**src/rtl/rett_pkg.sv**
```systemverilog
package rett_pkg;

    // Outcome classes, one per resolution path of a return-from-trap
    typedef enum logic [2:0] {
        RT_IDLE         = 3'd0,
        RT_HALT         = 3'd1,
        RT_PRIV_SKIP    = 3'd2,
        RT_ILLEGAL      = 3'd3,
        RT_RESTORE_NORM = 3'd4,
        RT_RESTORE_DBG  = 3'd5,
        RT_NOOP         = 3'd6
    } rett_state_e;

    // Status word layout: bit 2 = S, bit 1 = PS, bit 0 = ET
    typedef struct packed {
        logic s;
        logic ps;
        logic et;
    } rett_stat_t;

endpackage

```
**src/rtl/rett_classify.sv**
```systemverilog
module rett_classify
    import rett_pkg::*;
(
    input  logic        vld,
    input  logic        s,
    input  logic        et,
    input  logic        dbg_mode,
    input  logic        dbg_sel,
    output rett_state_e kind
);

    // Priority: supervisor check, then trap-enable, then normal, then debug
    always_comb begin
        if (!vld)
            kind = RT_IDLE;
        else if (!s)
            kind = et ? RT_PRIV_SKIP : RT_HALT;
        else if (et)
            kind = RT_ILLEGAL;
        else if (!dbg_mode && !dbg_sel)
            kind = RT_RESTORE_NORM;
        else if (dbg_mode && dbg_sel)
            kind = RT_RESTORE_DBG;
        else
            kind = RT_NOOP;
    end

endmodule

```
**src/rtl/rett_target.sv**
```systemverilog
module rett_target
    import rett_pkg::*;
#(
    parameter int ADDR_W  = 32,
    parameter int PC_STEP = 4
) (
    input  rett_state_e       kind,
    input  logic [ADDR_W-1:0] cur_pc,
    input  logic [ADDR_W-1:0] norm_save_pc,
    input  logic [ADDR_W-1:0] dbg_save_pc,
    input  logic              cur_ps,
    input  logic              dbg_save_s,
    input  logic              dbg_save_et,
    output logic [ADDR_W-1:0] pc_nxt,
    output rett_stat_t        stat_nxt
);

    localparam logic [ADDR_W-1:0] STEP = ADDR_W'(PC_STEP);

    logic [ADDR_W-1:0] pc_adv;
    assign pc_adv = cur_pc + STEP;

    always_comb begin
        pc_nxt   = pc_adv;
        stat_nxt = '{s: 1'b0, ps: cur_ps, et: 1'b0};
        unique case (kind)
            RT_RESTORE_NORM: begin
                pc_nxt   = norm_save_pc;
                stat_nxt = '{s: cur_ps, ps: cur_ps, et: 1'b1};
            end
            RT_RESTORE_DBG: begin
                pc_nxt   = dbg_save_pc;
                stat_nxt = '{s: dbg_save_s, ps: cur_ps, et: dbg_save_et};
            end
            RT_IDLE, RT_HALT, RT_PRIV_SKIP, RT_ILLEGAL, RT_NOOP: begin
                pc_nxt = pc_adv;
            end
            default: begin
                pc_nxt = pc_adv;
            end
        endcase
    end

endmodule

```
**src/rtl/rett_restore_unit.sv**
```systemverilog
module rett_restore_unit
    import rett_pkg::*;
#(
    parameter int ADDR_W  = 32,
    parameter int PC_STEP = 4
) (
    input  logic              clk,
    input  logic              rst_n,
    input  logic              insn_vld,
    input  logic [ADDR_W-1:0] cur_pc,
    input  logic              cur_s,
    input  logic              cur_ps,
    input  logic              cur_et,
    input  logic              dbg_mode,
    input  logic              dbg_sel,
    input  logic [ADDR_W-1:0] norm_save_pc,
    input  logic [ADDR_W-1:0] dbg_save_pc,
    input  logic              dbg_save_s,
    input  logic              dbg_save_et,
    output logic              pc_vld,
    output logic [ADDR_W-1:0] next_pc,
    output logic [2:0]        stat_o,
    output logic              stat_we,
    output logic              dbg_clr,
    output logic              halt_req,
    output logic              illegal_req
);

    rett_state_e       state_d, state_q;
    logic [ADDR_W-1:0] pc_d, pc_q;
    rett_stat_t        stat_d, stat_q;
    logic              writes_stat;

    rett_classify u_classify (
        .vld      (insn_vld),
        .s        (cur_s),
        .et       (cur_et),
        .dbg_mode (dbg_mode),
        .dbg_sel  (dbg_sel),
        .kind     (state_d)
    );

    rett_target #(
        .ADDR_W  (ADDR_W),
        .PC_STEP (PC_STEP)
    ) u_target (
        .kind         (state_d),
        .cur_pc       (cur_pc),
        .norm_save_pc (norm_save_pc),
        .dbg_save_pc  (dbg_save_pc),
        .cur_ps       (cur_ps),
        .dbg_save_s   (dbg_save_s),
        .dbg_save_et  (dbg_save_et),
        .pc_nxt       (pc_d),
        .stat_nxt     (stat_d)
    );

    assign writes_stat = (state_d == RT_RESTORE_NORM) || (state_d == RT_RESTORE_DBG);

    // State register and registered results
    always_ff @(posedge clk) begin
        if (!rst_n) begin
            state_q <= RT_IDLE;
            pc_q    <= '0;
            stat_q  <= '0;
        end else begin
            state_q <= state_d;
            if (insn_vld)
                pc_q <= pc_d;
            if (writes_stat)
                stat_q <= stat_d;
        end
    end

    // Output decode from the state
    always_comb begin
        pc_vld      = 1'b1;
        stat_we     = 1'b0;
        dbg_clr     = 1'b0;
        halt_req    = 1'b0;
        illegal_req = 1'b0;
        unique case (state_q)
            RT_IDLE:         pc_vld = 1'b0;
            RT_HALT:         halt_req = 1'b1;
            RT_PRIV_SKIP:    ;
            RT_ILLEGAL:      illegal_req = 1'b1;
            RT_RESTORE_NORM: stat_we = 1'b1;
            RT_RESTORE_DBG: begin
                stat_we = 1'b1;
                dbg_clr = 1'b1;
            end
            RT_NOOP:         ;
            default:         pc_vld = 1'b0;
        endcase
    end

    assign next_pc = pc_q;
    assign stat_o  = stat_q;

endmodule

```
**config.mk**
```make
export PLATFORM = sky130hd
export DESIGN_NAME = rett_restore_unit
export DESIGN_NICKNAME = d
export VERILOG_FILES = /design/src/rtl/rett_pkg.sv /design/src/rtl/rett_classify.sv /design/src/rtl/rett_target.sv /design/src/rtl/rett_restore_unit.sv
export SDC_FILE = /design/constraint.sdc
export NUM_CORES = 1
export LEC_CHECK = 0
export ABC_AREA = 1
export BUFFER_PORTS_ARGS = -buffer_cell sky130_fd_sc_hd__buf_2
export CAP_MARGIN = 20
export CORE_ASPECT_RATIO = 1.4
export CORE_MARGIN = 10
export CORE_UTILIZATION = 42
export CTS_CLUSTER_SIZE = 8
export DETAILED_ROUTE_END_ITERATION = 16
export GPL_ROUTABILITY_DRIVEN = 0
export GPL_TIMING_DRIVEN = 0
export PLACE_DENSITY = 0.81
export SYNTH_ARGS = -nofsm -noshare
export SYNTH_HDL_FRONTEND = slang
export SYNTH_SLANG_ARGS = --single-unit
```
**constraint.sdc**
```tcl
create_clock -name clk -period 1.7 [get_ports clk]
set_input_delay 0.085 -clock clk [delete_from_list [all_inputs] [get_ports clk]]
set_output_delay 0.085 -clock clk [all_outputs]
set_load 0.02 [all_outputs]
```
; Word level (Yosys, flattened, before mapping)
; Index checks and enable logic that the tools add are counted.
[totals]
inputBits = 106
regBits = 38
ram_bits = 0
mem_bits_ro = 0
latchBits = 0
elab_cells = 34
n_memories = 0
output_inout_bits = 40
[classes]
mux = 13
bitwise = 0
n_lt_le_gt_ge = 0
multipliers = 0
add_sub_neg = 1
n_reduce_logical = 7
div = 0
n_shift = 0
n_eq_ne = 8
[ops]
columns = cell, n
row1 = 32-bit one-hot mux with 2 select lines, 1
row2 = "32-bit by 3-bit adder with 32-bit output, second input constant", 1
row3 = "3-bit equality test, second input constant", 5
row4 = 3-bit 2-to-1 mux, 4
row5 = "3-bit by 2-bit equality test with 1-bit output, second input constant", 2
row6 = 3-bit one-hot mux with 2 select lines, 1
row7 = 6-bit OR reduction, 1
row8 = 1-bit 2-to-1 mux, 5
row9 = 2-bit 2-to-1 mux, 2
row10 = "3-bit by 1-bit equality test with 1-bit output, second input constant", 1
row11 = 1-bit logical AND, 2
row12 = 1-bit logical NOT, 2
row13 = 2-bit OR reduction, 1
row14 = 1-bit logical OR, 1

; Depth between registers and ports, before layout
; Gate-level depths: netlist of run 1.
[depth]
depth_word = 8
mapped_depth = 11
ltp_nobuf = 10

; Modules after synthesis
; From an unflattened synthesis of run 1, not the netlist that was laid out.
[unflattened]
hier_cells = 515
hier_area_um2 = 2956.6
[modules_own_cells]
columns = mod, n_inst, seq_area_each_um2, cells_per_inst, area_per_inst_um2
row1 = rett_target, 1, 0.0, 324, 1536.5
row2 = rett_restore_unit, 1, 760.7, 179, 1365.1
row3 = rett_classify, 1, 0.0, 12, 55.1

; Worst setup path after synthesis of run 1
; OpenSTA, ideal clock, no wires.
[synth_timing]
path_type = input -> register
start = input port dbg_mode
end = register pc_q[3], in the netlist next_pc[3]
setup_ps = 56
arrival_ps = 1259
required_time_ps = 1644
stages = 9
path_buffers = 1
setup_slack_ps = 385
cell_sequence = ha_1 > nor2_1 > nand3_2 > nor2_4 > buf_2 > nand2_1 > nand3_2 > o211ai_2 > inv_2
[synth_between]
elab_chain_cells = 8
word_cells_on_any_way = 11
cone_classes = 2 x eq/ne / 6 x mux / 3 x reduce/logical
[synth_rtl]
columns = element, line_no
row1 = start: declaration, rett_restore_unit.sv:14  ; input logic dbg_mode,
row2 = 1-bit logical AND / 1-bit logical NOT (equally long branches), "rett_classify.sv:22, rett_classify.sv:20"
row3 = 2-bit 2-to-1 mux / 1-bit logical AND (equally long branches), "rett_classify.sv:22, rett_classify.sv:20"
row4 = 3-bit 2-to-1 mux *, rett_classify.sv:20  ; else if (!dbg_mode && !dbg_sel)
row5 = 3-bit 2-to-1 mux *, rett_classify.sv:18  ; else if (et)
row6 = 3-bit 2-to-1 mux *, rett_classify.sv:16  ; else if (!s)
row7 = 3-bit 2-to-1 mux *, rett_classify.sv:14  ; if (!vld)
row8 = 3-bit equality test, rett_target.sv:26  ; unique case (kind)
row9 = 32-bit one-hot mux with 2 select lines *, rett_target.sv:26
row10 = end signal: assignment, rett_restore_unit.sv:69  ; pc_q <= pc_d;
row11 = end: declaration, rett_restore_unit.sv:30  ; logic [ADDR_W-1:0] pc_d, pc_q;
; Mark *: on every way between the ends. The rest lies on a longest branch, timed or not.
; A chain may end at the register's enable or synchronous reset.

; Worst setup path after layout of run 1
[layout_timing]
start = input port dbg_mode
end = register pc_q[7], in the netlist next_pc[7]
; The elaborated chain is that of the path after synthesis.

==> results of run 1 <==
[through the flow]
step	worst slack [ps]	area (um2)	setup TNS, ps	utilization	hold slack (ps)
after global placement	21.8	3870	0	0.554	318
after CTS	260	3970	0	0.568	18.1
final	279	3970	0	0.568	28.4
after global routing	119	3970	0	0.568	49.2
after detailed placement	-48.9	3870	-179	0.554	331
after floorplan	385	3030	0	-	223
[final cells by class]
class / count / area, um2 / area share
Multi-Input combinational cell: 415 / 1910 / 0.482
Sequential cell: 38 / 761 / 0.192
Buffer: 19 / 118 / 0.0297
Clock inverter: 2 / 12.5 / 0.00315
Inverter: 62 / 238 / 0.0599
Tap cell: 95 / 119 / 0.0300
Clock buffer: 6 / 82.6 / 0.0208
Timing Repair Buffer: 145 / 726 / 0.183
[registers in the layout (all words and copies together), names as in the netlist]
register and count:
next_pc 32, state_q 3, stat_o 3
[cells in the final DEF, fill, tap and decap left out, drive strengths merged, types with 2 or more instances in the layout]
cell type	instances
nand2	176
dfxtp	38
o21ai	41
clkbuf	16
nor3b	2
nand3	39
xor2	3
ha	2
nor2	111
nor3	3
a21oi	27
a31oi	2
buf	154
inv	62
o211ai	6
[cell families after synthesis]
kind of cell,after synthesis
xor+xnor,3
fa+ha+maj,2
compound gates,78
flops,38
simple gates,332
buf+inv,81
[worst paths after layout]
path / startpoint / endpoint / slack, ps / cells past startpoint
max: dbg_mode / next_pc[7] / 280 / 9
min: dbg_save_s / stat_o[2] / 30 / 3
max reg2reg: next_pc[31] / next_pc[31] / 1000 / 2
min reg2reg: next_pc[2] / next_pc[2] / 490 / 2
[routing by layer]
| metal | up-vias | track usage |
|---|---|---|
| met5 | - | 0 |
| met4 | 0 | 0.0977 |
| met3 | 28 | 0.0514 |
| met2 | 157 | 0.370 |
| met1 | 1702 | 0.218 |
| li1 | 1975 | - |
[tightest hold or removal path, stage by stage]
cell and delay (ps):
sky130_fd_sc_hd__buf_2 70, sky130_fd_sc_hd__nand3_1 60, sky130_fd_sc_hd__o21ai_0 70
[power breakdown]
group	switching (mW)	internal [mW]	leakage, nW	total (mW)
registers	0.0310	0.952	0.315	0.983
clock network	0.364	0.327	0.0472	0.691
logic	0.414	0.255	1.81	0.669
total	0.809	1.53	2.17	2.34
==> flow_results.org, run 1 <==
** Run status
- Outcome :: completed

** Yosys
- After synthesis, the mean cell area works out to 5.67 um2.
- Counting instances in the post-synthesis netlist gives the leading cell types as sky130_fd_sc_hd__nand2_1 (165), sky130_fd_sc_hd__nor2_1 (105), sky130_fd_sc_hd__inv_1 (54), sky130_fd_sc_hd__o21ai_0 (41), sky130_fd_sc_hd__dfxtp_1 (38).
- Synthesized netlist net count :: 642
- Area share of the largest cell type after synthesis :: 0.251
- Measured against the total synthesized area, the mux share comes to 0.
- The synthesized design contains 38 register bits.
- After synthesis, the largest family of logic cells by area is simple AND/OR/NAND/NOR gates.
- Most common cell in the netlist :: sky130_fd_sc_hd__nand2_1
- Number of cells produced by synthesis :: 534
- The synthesized netlist occupies a cell area of 3030 um2.
- Ranked by total cell area, the synthesized netlist is headed by sky130_fd_sc_hd__dfxtp_1 (25%), sky130_fd_sc_hd__nand2_1 (20%), sky130_fd_sc_hd__nor2_1 (13%), sky130_fd_sc_hd__o21ai_0 (6.8%), sky130_fd_sc_hd__inv_1 (6.7%).
- Number of enable flip-flop cells after synthesis :: 0
- Of the total synthesized cell area, the portion taken by XOR and XNOR cells is 0.00868.
- Async set or reset register ratio after synthesis :: 0
- Fraction of the mapped netlist area in compound gates :: 0.145
- Of all cell types, the one taking the most synthesized area is sky130_fd_sc_hd__dfxtp_1.
- Of the total synthesized cell area, the portion taken by full adders, half adders and majority gates is 0.00827.
- Among all flip-flop cells after synthesis, the most frequent one is sky130_fd_sc_hd__dfxtp_1.
- Post-synthesis simple-gate area fraction :: 0.469
- Yosys warning count :: 0
- Unique masters post-synth :: 30
- For this run, the register share of the synthesized area comes to 0.251.

** Worst setup path
- Crit Path Class :: in2reg
- Maximum fanout count along the critical path :: 10
- Data on the critical path is required at its endpoint by 1940 ps.
- Crit-path cells :: buf_2, ha_1, nor2_1, nand3_2, clkbuf_1, o21ai_0, o21ai_0, nor2_1, nor2_1
- Data on the critical path arrives at its endpoint at 1660 ps.
- Critical-path cell with the highest stage delay :: sky130_fd_sc_hd__clkbuf_1
- The largest single stage delay on the critical path is 420 ps.
- Cell repeated most along the worst path :: sky130_fd_sc_hd__nor2_1
- STA classifies the critical path endpoint as a flip-flop.
- Crit path buffers/inverters :: 2
- The worst setup path is launched from a primary input.
- On the critical path the largest part of the delay comes from buffers and inverters.

** Clock network
- Clock latency reported for the late side of the worst-skew pair :: 290 ps
- Number of H-tree levels :: 2
- Counting along the longest clock path gives a buffer depth of 2.
- Clk Tree Root Cell :: sky130_fd_sc_hd__clkbuf_8
- Number of buffers inserted by post-CTS setup repair :: 0
- The clock drives 38 sinks.
- Total clock buffers created by CTS :: 5
- The number of hold buffers added after CTS was 0.
- Clock edge transition at the registers on the reported setup and hold paths :: 80 ps
- TritonCTS built the clock tree.
- Quantity of gates resized following cts :: 0

** Run
- Across the run, the number of max-cap violations was 0.

** Global route
- The total overflow left after global routing is 0.
- Initial antenna violation count :: 0
- For this run, the total global-route usage over all layers was measured as 0.205.
- Entering global routing, the biggest net connects 13 pins.
- Via count of the first global-routing pass :: 4026
- The first global-routing pass estimated 18700 um of wire.

** Routing
- TritonRoute pass-1 iters :: 5
- Max layer used :: met4
- Number of vias in the routed layout :: 3862
- Number of DRC markers in iteration 0 :: 223
- Aggregate routed wire length :: 11700 um
- Dividing the detail-routed wire length by the instance count gives 15.0 um.
- After detailed routing, the number of vias per cell comes to 4.94.
- For this run, design rule violations remaining after detail routing come to 0.
- After detailed routing, the met3 layer carries 944 um of wire.
- Remaining antenna violation count after routing :: 0
- For this block, wires on met1 add up to 4390 um.
- Routed length on met2 :: 5930 um

** Floorplanning
- Count of standard-cell rows :: 36
- Starting utilization of the core area :: 0.434
- Die height :: 120 um
- The die covers 11100 um2.
- Width of the chip :: 91.7 um
- 146 I/O pins were placed.
- Area of the core :: 6980 um2

** Timing
- Final-report setup violation count :: 0
- Count of pins over their slew limit :: 0
- Number of hold-slack violations in the final timing report :: 0
- Setup repair after global routing missed its margin :: no
- Post-layout minimum cycle time :: 1420 ps
- Worst-case clock skew :: 0 ps
- Measured against its own limit, the worst slew margin works out to 0.596.
- At the pin with the least slew margin, the transition time is 605 ps.
- Fmax :: 704 MHz
- Dividing the final minimum period by the clock period gives 0.836.

** Placed design
- The count of buffers added on input and output ports is 145.
- The wire-length estimate of the detail-placed layout is 9680 um.
- Cells after DPL :: 774

** Final layout
- In the final design database the tool counted 794 nets.
- Area growth, synth to finish :: 31.0%
- 0 antenna diodes ended up in the layout.
- Number of fillers in the final layout :: 704
- Layout cells sized above 1 :: 0.291
- Cell Count, Final, Fillers Out :: 782

** Power
- The completed layout was analyzed and its total power is 2.34 mW.
- Across the VDD grid, the largest voltage drop is 0.000329 V.
- For this design the ratio of total power to cell area is 591 nW/um2.
- Leakage :: 2.17 nW

** Min path
- Worst hold path type :: in2reg
Power figures use the tool's default switching activity.
==> run 2, diff against run 1 <==
- ABC_AREA: 1 -> 0
- PLACE_DENSITY: 0.81 -> 0.84
- clock period: 1.7 -> 1.4 ns (I/O delays scaled with it)
==> run 2 against run 1 <==
- first-iteration DRC count shrank 21%
- largest power group unchanged
- area after synthesis shrank 17%
- routed wire length fell by 15%
==> flow_results.org, run 2 <==
** Worst setup path
- The data required time of the critical path is 1590 ps (was 1940 ps).
- The delay of the slowest critical-path stage is 350 ps (was 420 ps).
- Crit-path cells :: buf_2, ha_1, nor3_4, buf_4, clkbuf_4, nand2_1, a32o_1 (was buf_2, ha_1, nor2_1, nand3_2, clkbuf_1, o21ai_0, o21ai_0, nor2_1, nor2_1)
- The category of the worst setup path launch point was a primary input (unchanged).
- Critical Path End Type :: flip-flop (unchanged)
- The maximum fanout along the worst path came to 10 (unchanged).
- The path type of the worst setup path is in2reg (unchanged).
- Critical Path AT :: 1490 ps (was 1660 ps)
- Critical-path cell with the highest stage delay :: sky130_fd_sc_hd__ha_1 (was sky130_fd_sc_hd__clkbuf_1)

** Timing
- Final Cycle Share :: 0.929
- Transition time at the pin with the least slew margin :: 541 ps (was 605 ps)
- The number of max-slew violations in the final report came to 0 (unchanged).
- The final clock skew is 0 ps (unchanged).
- Subtracting the final worst setup slack from the clock period gives 1300 ps.
- Number of hold-slack violations in the final timing report :: 0 (unchanged)
- Fmax :: 769 MHz
- The count of endpoints failing setup in the final report came to 0 (unchanged).
- Setup repair after global routing missed its margin :: no (unchanged)
- Worst-case headroom to the max-slew limit :: 0.639 (was 0.596)
- The worst hold margin is 8.96 ps (was 28.4 ps).

** Run status
- Outcome :: completed (unchanged)

** Routing
- TritonRoute pass-1 iters :: 5 (unchanged)
- Routed via count divided by cell count :: 5.71 (was 4.94)
- Wire length per cell after detailed routing :: 19.0 um (was 15.0 um)
- The post-route DRC violation count came to 0 (unchanged).
- Remaining antenna violation count after routing :: 0 (unchanged)
- Number of DRC markers in iteration 0 :: 177 (was 223)
- Aggregate routed wire length :: 9980 um (was 11700 um)
- Number of vias in the routed layout :: 3003 (was 3862)

** Yosys
- The post-synthesis cell type with the largest combined area is sky130_fd_sc_hd__dfxtp_1 (unchanged).
- Post-synthesis sequential area ratio :: 0.302 (was 0.251)
- Yosys warning count :: 0 (unchanged)
- The most instantiated flip-flop cell in the synthesis netlist is sky130_fd_sc_hd__dfxtp_1 (unchanged).
- Async set or reset register ratio after synthesis :: 0 (unchanged)
- Most common cell in the netlist :: sky130_fd_sc_hd__dfxtp_1 (was sky130_fd_sc_hd__nand2_1)
- The distinct cell type count of the synthesized netlist is 46 (was 30).
- The flip-flop and latch count after synthesis came to 38 (unchanged).
- The mapped cell area came to 2520 um2 (was 3030 um2).
- Most area-consuming cells after synthesis: sky130_fd_sc_hd__dfxtp_1 (30%), sky130_fd_sc_hd__mux2i_1 (7.5%), sky130_fd_sc_hd__xor2_1 (6.3%), sky130_fd_sc_hd__mux2_2 (4.9%), sky130_fd_sc_hd__o21ai_0 (4.6%) (was sky130_fd_sc_hd__dfxtp_1 (25%), sky130_fd_sc_hd__nand2_1 (20%), sky130_fd_sc_hd__nor2_1 (13%), sky130_fd_sc_hd__o21ai_0 (6.8%), sky130_fd_sc_hd__inv_1 (6.7%)).
- Area share of the largest cell type after synthesis :: 0.302 (was 0.251)
- The cell count after synthesis is 303 (was 534).
- Number of enable flip-flop cells after synthesis :: 0 (unchanged)
- List of most frequent post-synthesis cells: sky130_fd_sc_hd__dfxtp_1 (38), sky130_fd_sc_hd__nand2_1 (25), sky130_fd_sc_hd__o21ai_0 (23), sky130_fd_sc_hd__nand3_1 (21), sky130_fd_sc_hd__a21oi_1 (20) (was sky130_fd_sc_hd__nand2_1 (165), sky130_fd_sc_hd__nor2_1 (105), sky130_fd_sc_hd__inv_1 (54), sky130_fd_sc_hd__o21ai_0 (41), sky130_fd_sc_hd__dfxtp_1 (38)).
- The net count after synthesis was 411 (was 642).
- The post-synthesis area per instance was 8.32 um2 (was 5.67 um2).

** Clock network
- The number of H-tree levels is 2 (unchanged).
- The total number of clock tree sinks was 38 (unchanged).
- Total clock buffers created by CTS :: 5 (unchanged)
- The TritonCTS clock tree is done (unchanged).
- The cts-stage hold buffer count was 0 (unchanged).
- Clk Tree Root Cell :: sky130_fd_sc_hd__clkbuf_8 (unchanged)
- Bufs on Longest Clock Path :: 2 (unchanged)
- The post-CTS clock slew at the launch and capture registers of the worst setup and hold paths was 90 ps (was 80 ps).
- Clock latency reported for the late side of the worst-skew pair :: 290 ps (about the same)

** Floorplanning
- The floorplan core area is 5860 um2 (was 6980 um2).
- The starting density of the core was 0.430 (was 0.434).
- Die Outline Area :: 9550 um2 (was 11100 um2)
- Die height :: 112 um (was 120 um)
- Count of standard-cell rows :: 33 (was 36)
- Top-level I/O count :: 146 (unchanged)
- Width of the chip :: 85.5 um (was 91.7 um)

** Final layout
- The number of antenna repair diodes came to 0 (unchanged).
- Number of nets in the finished design :: 563 (was 794)
- The summed area of non-filler cells in the final layout was 3520 um2 (was 3970 um2).
- The fraction of final layout cells with drive strength greater than 1 is 0.419 (was 0.291).
- Number of flip-flops under the largest register name :: 32 (unchanged)
- Commonest cells after routing, fill and taps aside :: sky130_fd_sc_hd__buf_2 (147), sky130_fd_sc_hd__dfxtp_1 (38), sky130_fd_sc_hd__nand2_1 (25), sky130_fd_sc_hd__o21ai_0 (23), sky130_fd_sc_hd__nand3_1 (21) (was sky130_fd_sc_hd__nand2_1 (165), sky130_fd_sc_hd__buf_2 (148), sky130_fd_sc_hd__nor2_1 (105), sky130_fd_sc_hd__inv_1 (54), sky130_fd_sc_hd__o21ai_0 (41))
- The post-layout utilization of the core came to 0.601 (was 0.568).
- The signed area change from the synthesized netlist to the final layout was 39.7% (was 31.0%).
- Most common cell after layout, fill and taps aside :: sky130_fd_sc_hd__buf_2 (was sky130_fd_sc_hd__nand2_1)

** Min path
- The kind of path behind the tightest hold check is in2reg (unchanged).

** Placed design
- Quantity of I/O buffers inserted on ports :: 143 (was 145)
- The sum of net half-perimeters after detailed placement came to 8110 um (was 9680 um).
- Area after detailed placement :: 3330 um2 (was 3870 um2)

** Global route
- First-pass GRT wire length :: 15400 um (was 18700 um)
- Via count of the first global-routing pass :: 3161 (was 4026)
- Pin count of the biggest net entering global routing :: 14 (was 13)
- Initial antenna violation count :: 1 (was 0)
- Grt ovf :: 0 (unchanged)
- GRT Overall Usage :: 0.195 (was 0.205)

** Power
- Power per cell area :: 881 nW/um2 (was 591 nW/um2)
- Total Power Consumption :: 3.10 mW (was 2.34 mW)
- Leakage :: 1.61 nW (was 2.17 nW)
- Peak supply drop :: 0.000452 V (was 0.000329 V)

** Run
- The max-capacitance violation count was 0 (unchanged).
-- run 2: changes by cell type after synthesis, moves of 8 or more --
cell / before / now
sky130_fd_sc_hd__mux2i_1: 0 / 19
sky130_fd_sc_hd__nor2_1: 105 / 17
sky130_fd_sc_hd__nand2_2: 10 / 0
sky130_fd_sc_hd__inv_1: 54 / 5
sky130_fd_sc_hd__o21ai_0: 41 / 23
sky130_fd_sc_hd__xor2_1: 3 / 18
sky130_fd_sc_hd__mux2_2: 0 / 11
sky130_fd_sc_hd__nand3_1: 32 / 21
sky130_fd_sc_hd__nand4_1: 0 / 11
sky130_fd_sc_hd__nand2_1: 165 / 25
sky130_fd_sc_hd__xnor2_1: 0 / 8
sky130_fd_sc_hd__o221ai_1: 1 / 10
-- run 2: kinds of logic (layout without fill, tap and decap cells) --
group                    after synthesis  after routing  synth area share
AND/OR/NAND/NOR                      106            106             0.234
AO/OA/AOI/OAI                         75             75             0.195
flip-flops                            38             38             0.302
multiplexers                          30             30             0.125
XOR/XNOR                              26             26            0.0903
buffers and inverters                 26            179            0.0441
adder cells (fa/ha/maj)                2              2           0.00992
-- run 2: through the flow --
| step | TNS [ps] | std cells | setup WS (ps) |
|---|---|---|---|
| final | 0 | 526 | 98.8 |
| after floorplan | 0 | 303 | 15.5 |
| after CTS | 0 | 524 | 3.45 |
| after detailed placement | -11780 | 516 | -450 |
| after global routing | 0 | 526 | 6.01 |
| after global placement | -10300 | 516 | -401 |
-- run 2: path summary, 6_finish.rpt --
kind | slack (ps) | to | from | cells after the start
min | 9 | next_pc[2] | norm_save_pc[2] | 3
max | 100 | next_pc[6] | dbg_mode | 7
max reg2reg | 600 | next_pc[20] | next_pc[20] | 4
min reg2reg | 470 | stat_o[1] | stat_o[1] | 2
-- run 2: final cells by class --
type / count / area (um2)
Buffer: 20 / 111
Sequential cell: 38 / 761
Timing Repair Buffer: 146 / 738
Inverter: 5 / 18.8
Tap cell: 70 / 87.6
Clock buffer: 5 / 68.8
Fill cell: 539 / 2340
Clock inverter: 3 / 68.8
Multi-Input combinational cell: 239 / 1670
-- run 2: power breakdown --
group | internal, mW | switching [mW]
registers | 1.16 | 0.0399
clock network | 0.715 | 0.429
logic | 0.322 | 0.443
-- run 2: critical path: cells and delay by family --
kind	cells	cell delay [ps]
adder cells (fa/ha/maj)	1	350
AND/OR/NAND/NOR	2	310
AO/OA/AOI/OAI	1	190
buffers and inverters	3	560
-- run 2: repair_timing --
item                       4_1_cts  5_1_grt
setup endpoints to repair       29       27
pin swaps                        0        2
setup buffers                    0        3
resized for setup                5       15
hold endpoints to repair         0        0
-- run 2: routing by layer --
layer	GRT usage	vias up	share of wire
met5	0	-	0
met4	0.0870	0	0.037
met3	0.0635	25	0.079
met2	0.360	129	0.53
met1	0.190	1409	0.35
li1	-	1440	-
